$ cat src/rtl/rsa_pkg.sv
package rsa_pkg;

  // Strobes sent from the control path to the datapath.
  // All of them are zero while the upper part is open.
  typedef struct packed {
    logic close;   // upper part shut off, gate its inputs
    logic carry;   // rebuilt carry-out
    logic fill;    // rebuilt value of upper bits above the lowest one
    logic lowBit;  // rebuilt value of the lowest upper bit
  } ctlStrobes_t;

endpackage

$ cat src/rtl/rsa_ripple.sv
module rsa_ripple #(
  parameter int W = 8
) (
  input  logic [W-1:0] a,
  input  logic [W-1:0] b,
  input  logic         cin,
  output logic [W-1:0] sum,
  output logic         cout
);

  logic [W:0] chain;

  assign chain[0] = cin;

  // One full-adder cell per bit, carry rippling upward.
  for (genvar i = 0; i < W; i++) begin : g_cell
    logic prop;
    logic gen;
    assign prop       = a[i] ^ b[i];
    assign gen        = a[i] & b[i];
    assign sum[i]     = prop ^ chain[i];
    assign chain[i+1] = gen | (prop & chain[i]);
  end

  assign cout = chain[W];

endmodule

$ cat src/rtl/rsa_ctrl.sv
module rsa_ctrl
  import rsa_pkg::*;
#(
  parameter int HIGH_W = 8
) (
  input  logic              clk,
  input  logic              rst_n,
  input  logic [HIGH_W-1:0] hiA,
  input  logic [HIGH_W-1:0] hiB,
  input  logic              subSel,
  input  logic              lowCarryQ,
  output ctlStrobes_t       ctl
);

  logic [HIGH_W-1:0] hiBEff;
  logic aOnes;
  logic aZeros;
  logic bOnes;
  logic bZeros;
  logic closeD;

  // Detection on the raw, possibly glitching operand bytes.
  assign hiBEff = subSel ? ~hiB : hiB;
  assign aOnes  = &hiA;
  assign aZeros = ~(|hiA);
  assign bOnes  = &hiBEff;
  assign bZeros = ~(|hiBEff);
  assign closeD = (aOnes | aZeros) & (bOnes | bZeros);

  // Capture stage: only settled values reach the gating.
  logic closeQ;
  logic aOnesQ;
  logic bOnesQ;

  always_ff @(posedge clk or negedge rst_n) begin
    if (!rst_n) begin
      closeQ <= 1'b0;
      aOnesQ <= 1'b0;
      bOnesQ <= 1'b0;
    end else begin
      closeQ <= closeD;
      aOnesQ <= aOnes;
      bOnesQ <= bOnes;
    end
  end

  // Rebuild terms. When closed, an upper byte not all ones is all zeros.
  logic bothOnes;
  logic oneOnes;

  assign bothOnes = aOnesQ & bOnesQ;
  assign oneOnes  = aOnesQ ^ bOnesQ;

  always_comb begin
    ctl        = '0;
    ctl.close  = closeQ;
    ctl.carry  = closeQ & (bothOnes | (oneOnes & lowCarryQ));
    ctl.fill   = closeQ & (bothOnes | (oneOnes & ~lowCarryQ));
    ctl.lowBit = closeQ & (lowCarryQ ^ oneOnes);
  end

endmodule

$ cat src/rtl/rsa_datapath.sv
module rsa_datapath
  import rsa_pkg::*;
#(
  parameter int WIDTH = 16,
  parameter int LOW_W = 8
) (
  input  logic                    clk,
  input  logic                    rst_n,
  input  logic [WIDTH-1:0]        opA,
  input  logic [WIDTH-1:0]        opB,
  input  logic                    subSel,
  input  ctlStrobes_t             ctl,
  output logic                    lowCarryQ,
  output logic [WIDTH-LOW_W-1:0]  gateHiA,
  output logic [WIDTH-LOW_W-1:0]  gateHiB,
  output logic [WIDTH-1:0]        sumOut,
  output logic                    carryOut
);

  localparam int HIGH_W = WIDTH - LOW_W;

  // Effective second operand: inverted for subtraction, carry-in 1.
  logic [WIDTH-1:0] bEff;
  assign bEff = subSel ? ~opB : opB;

  // Lower part always runs.
  logic [LOW_W-1:0] lowSumD;
  logic             lowCarryD;

  rsa_ripple #(.W(LOW_W)) u_low (
    .a    (opA[LOW_W-1:0]),
    .b    (bEff[LOW_W-1:0]),
    .cin  (subSel),
    .sum  (lowSumD),
    .cout (lowCarryD)
  );

  // Stage register, aligned with the captured controls.
  logic [HIGH_W-1:0] hiAQ;
  logic [HIGH_W-1:0] hiBQ;
  logic [LOW_W-1:0]  lowSumQ;

  always_ff @(posedge clk or negedge rst_n) begin
    if (!rst_n) begin
      hiAQ      <= '0;
      hiBQ      <= '0;
      lowSumQ   <= '0;
      lowCarryQ <= 1'b0;
    end else begin
      hiAQ      <= opA[WIDTH-1:LOW_W];
      hiBQ      <= bEff[WIDTH-1:LOW_W];
      lowSumQ   <= lowSumD;
      lowCarryQ <= lowCarryD;
    end
  end

  // AND-style gating of the upper adder inputs.
  logic [HIGH_W-1:0] gateMask;
  logic              gateCin;

  assign gateMask = {HIGH_W{~ctl.close}};
  assign gateHiA  = hiAQ & gateMask;
  assign gateHiB  = hiBQ & gateMask;
  assign gateCin  = lowCarryQ & ~ctl.close;

  logic [HIGH_W-1:0] hiSum;
  logic              hiCout;

  rsa_ripple #(.W(HIGH_W)) u_high (
    .a    (gateHiA),
    .b    (gateHiB),
    .cin  (gateCin),
    .sum  (hiSum),
    .cout (hiCout)
  );

  // Rebuilt upper byte when closed.
  logic [HIGH_W-1:0] hiRebuilt;
  assign hiRebuilt = {{(HIGH_W-1){ctl.fill}}, ctl.lowBit};

  always_comb begin
    if (ctl.close) begin
      sumOut   = {hiRebuilt, lowSumQ};
      carryOut = ctl.carry;
    end else begin
      sumOut   = {hiSum, lowSumQ};
      carryOut = hiCout;
    end
  end

endmodule

$ cat src/rtl/range_gated_addsub.sv
module range_gated_addsub
  import rsa_pkg::*;
#(
  parameter int WIDTH = 16,
  parameter int LOW_W = 8
) (
  input  logic             clk,
  input  logic             rst_n,
  input  logic [WIDTH-1:0] opA,
  input  logic [WIDTH-1:0] opB,
  input  logic             subSel,
  output logic [WIDTH-1:0] sumOut,
  output logic             carryOut
);

  localparam int HIGH_W = WIDTH - LOW_W;

  ctlStrobes_t       ctl;
  logic              lowCarryQ;
  logic [HIGH_W-1:0] gateHiA;
  logic [HIGH_W-1:0] gateHiB;
  logic              closeNow;

  assign closeNow = ctl.close;

  rsa_ctrl #(.HIGH_W(HIGH_W)) u_ctrl (
    .clk       (clk),
    .rst_n     (rst_n),
    .hiA       (opA[WIDTH-1:LOW_W]),
    .hiB       (opB[WIDTH-1:LOW_W]),
    .subSel    (subSel),
    .lowCarryQ (lowCarryQ),
    .ctl       (ctl)
  );

  rsa_datapath #(.WIDTH(WIDTH), .LOW_W(LOW_W)) u_dp (
    .clk       (clk),
    .rst_n     (rst_n),
    .opA       (opA),
    .opB       (opB),
    .subSel    (subSel),
    .ctl       (ctl),
    .lowCarryQ (lowCarryQ),
    .gateHiA   (gateHiA),
    .gateHiB   (gateHiB),
    .sumOut    (sumOut),
    .carryOut  (carryOut)
  );

endmodule

$ cat config.mk
export PLATFORM = sky130hd
export DESIGN_NAME = range_gated_addsub
export DESIGN_NICKNAME = d
export VERILOG_FILES = /design/src/rtl/rsa_pkg.sv /design/src/rtl/rsa_ripple.sv /design/src/rtl/rsa_ctrl.sv /design/src/rtl/rsa_datapath.sv /design/src/rtl/range_gated_addsub.sv
export SDC_FILE = /design/constraint.sdc
export NUM_CORES = 1
export LEC_CHECK = 0
export ABC_AREA = 1
export BUFFER_PORTS_ARGS = -buffer_cell sky130_fd_sc_hd__clkbuf_2
export CELL_PAD_IN_SITES_DETAIL_PLACEMENT = 0
export CELL_PAD_IN_SITES_GLOBAL_PLACEMENT = 1
export CORE_MARGIN = 2
export CORE_UTILIZATION = 41
export CTS_BUF_LIST = sky130_fd_sc_hd__clkbuf_4 sky130_fd_sc_hd__clkbuf_8 sky130_fd_sc_hd__clkbuf_16
export CTS_CLUSTER_SIZE = 16
export DETAILED_ROUTE_END_ITERATION = 8
export PLACE_DENSITY = 0.83
export SLEW_MARGIN = 5
export SYNTH_ARGS = -nofsm -noshare
export SYNTH_HDL_FRONTEND = slang
export SYNTH_SLANG_ARGS = --single-unit
export TNS_END_PERCENT = 50
$ cat constraint.sdc
create_clock -name clk -period 10.18 [get_ports clk]
set_clock_uncertainty 0.1 [all_clocks]
set_input_delay 1.018 -clock clk [delete_from_list [all_inputs] [get_ports clk]]
set_output_delay 1.018 -clock clk [all_outputs]
set_load 0.005 [all_outputs]
==> results.md <==
* Clock-pin slew on the worst setup and hold paths at 90 ps
* Syn. warnings at 0
* Post-CTS Setup Bufs at 0
* Max Fclk at 0.172 GHz
* Wire length per cell at 9.65 um
* Iter 0 DRT Violations at 26
* Period utilisation layout at 0.570
* Seq/Total Area, Yosys at 0.391
* Vias in the first global route at 1280
* Mapped cell area at 1790 sq um
* Total congestion overflow at 0
* CP max-delay cell: dfrtp_1
* Main area contributors after synthesis: dfrtp_1 (39%), fa_1 (19%), nand2_1 (14%)
* Clk sinks at 28
* CTS tree: built
* Worst-case clock buffer depth at 2
* Worst path arrival time at 4680 ps
* Vias/cell at 4.23
* Antenna diode count at 0
* Via count at 1306
* RSZ-0062 raised after global routing: false
* Mapped Cells at 209
* Area Growth Syn to Fin at 16.8%
* Core Region at 4290 sq um
* I/O pin count at 52
* CP Max Fanout at 20
* Pwr Total at 271 uW
* CP most frequent cell: fa_1
* Area occupied by multi-input gates at 846 sq um
* Crit-path cells: nor2_1, fa_1, fa_1, fa_1, fa_1, fa_1, fa_1, fa_1, inv_1, fa_1, o21ai_0, clkbuf_2
* Nets at 310
* Commonest non-fill, non-tap cells in the layout: nand2_1 (69), clkbuf_2 (51), inv_1 (41)
* HP Class: in -> async
* FP Rows at 24
* Setup violations, final at 0
* Layout cells sized above 1 at 0.245
* VDD IR-drop max at 0.0529 mV
* Die W at 70.1 um
* Sequential cell area at 701 sq um
* Mapped Nets at 261
* Top cell type's share of synthesized area at 0.391
* Power per Cell Area at 130 nW/um^2
* IO Port Bufs at 51
* Residual DRC count at 0
* Slew HR at 0.563
* Synthesized flop and latch total at 28
* Minimum clock period at 5800 ps
* Max-Cap Viols at 0
* Drt first pass iters at 4
* Hold Buf Count CTS at 0
* Slew @ Worst Pin at 656 ps
* First-pass GRT wire length at 5260 um
* CTS H-tree lvls at 1
* Critical path launch point type: register
* Most common cell after layout, fill and taps aside: nand2_1
* Non-Filler Instances at 309
* Effective utilization at floorplan at 0.417
* Detailed placement HPWL at 2540 um
* Post-Route WL at 2980 um
* Final Hold Fails at 0
* WP data required at 9060 ps
* CP bufs+invs at 2
* RD Place Congestion at 0.713
* Die H at 70.1 um
* Detail Route Antenna Nets at 0
* Top Family by Delay on Critical Path: adder cells
* Setup tns final at 0 ps
* Critical path class: reg -> out
* Largest net degree at the start of global routing at 29
* CTS resizes at 0
* Avg Inst Size Synth at 8.57 sq um
* Leakage at 1.21 nW
* Crit end category: output pin
* GRT Resource Usage Total at 0.136
* Hold WS at 657 ps
* Filler Cell Count at 436
* Synth area leader: dfrtp_1
* Status: completed
* CTS root buf: clkbuf_8
* Die ar. at 4910 sq um
* Distinct cell type count after synthesis at 20
* Initial antenna violation count at 0
* Number of buffers created by CTS at 3
* Max-slew violations at 0
* Crit-path max cell delay at 710 ps
* Placed cell count at 305
-- final timing paths --
kind | from | to | depth (start not counted)
max in group asynchronous | rst_n | u_dp.hiAQ[5] | 1
min in group clk | opA[11] | u_dp.hiAQ[3] | 1
worst min-delay path | rst_n | u_dp.lowSumQ[2] | 1
worst max-delay path | u_ctrl.closeQ | sumOut[15] | 12
-- power breakdown --
part | leakage, nW | internal [mW] | switching (mW)
combinational | 0.848 | 0.0358 | 0.0418
sequential | 0.335 | 0.124 | 0.00397
clock | 0.0288 | 0.0346 | 0.0311
total | 1.21 | 0.194 | 0.0768
-- cell type report --
type                    instances  share of cell area
multi-input cells             131               0.405
flip-flops and latches         28               0.335
repair buffers                 51               0.122
inverters                      43              0.0808
well taps                      52              0.0311
clock buffers                   4              0.0263
-- cells in the mapped netlist --
cell      number
inv_2          1
inv_1         41
clkbuf_1       2
nand2_2        4
inv_8          1
xor2_1         2
buf_2          1
or2_2          1
xnor2_1        6
fa_1          17
nor2_1        24
mux2i_1        1
buf_12         2
a21oi_2        1
dfrtp_1       28
nand2_1       69
o21a_1         1
nand4_1        3
buf_6          2
o21ai_0        2
-- registers in the layout, indices dropped and copies added (netlist names) --
register        flops
u_dp.hiAQ           8
u_dp.hiBQ           8
u_dp.lowSumQ        8
u_ctrl.aOnesQ       1
u_ctrl.bOnesQ       1
u_ctrl.closeQ       1
u_dp.lowCarryQ      1
-- cell families (layout without fill, tap and decap cells) --
logic type,count (synthesis),count (layout),share of synthesized area
flops,28,28,0.391
simple gates,101,101,0.223
mux,1,1,0.00559
compound gates,4,4,0.0147
buf+inv,50,98,0.136
xor+xnor,8,8,0.0391
fa+ha+maj,17,17,0.190
-- per-stage QoR --
stage,setup slack (ps),util,area (sq um)
finish,4380,0.487,2090
global route,4140,0.487,2090
CTS,4360,0.487,2090
detailed placement,4670,0.474,2040
global placement,4730,0.474,2040
floorplan,4840,-,1790
-- per-layer routing --
layer | vias up | wire [um] | GRT usage | part of all wire
met2 | 35 | 1500 | 0.250 | 0.50
met4 | 0 | 109 | 0.0791 | 0.037
met5 | - | 0 | 0 | 0
met3 | 9 | 120 | 0.0159 | 0.040
met1 | 579 | 1250 | 0.151 | 0.42
li1 | 683 | - | - | -
(Power assumes the default switching activity.)
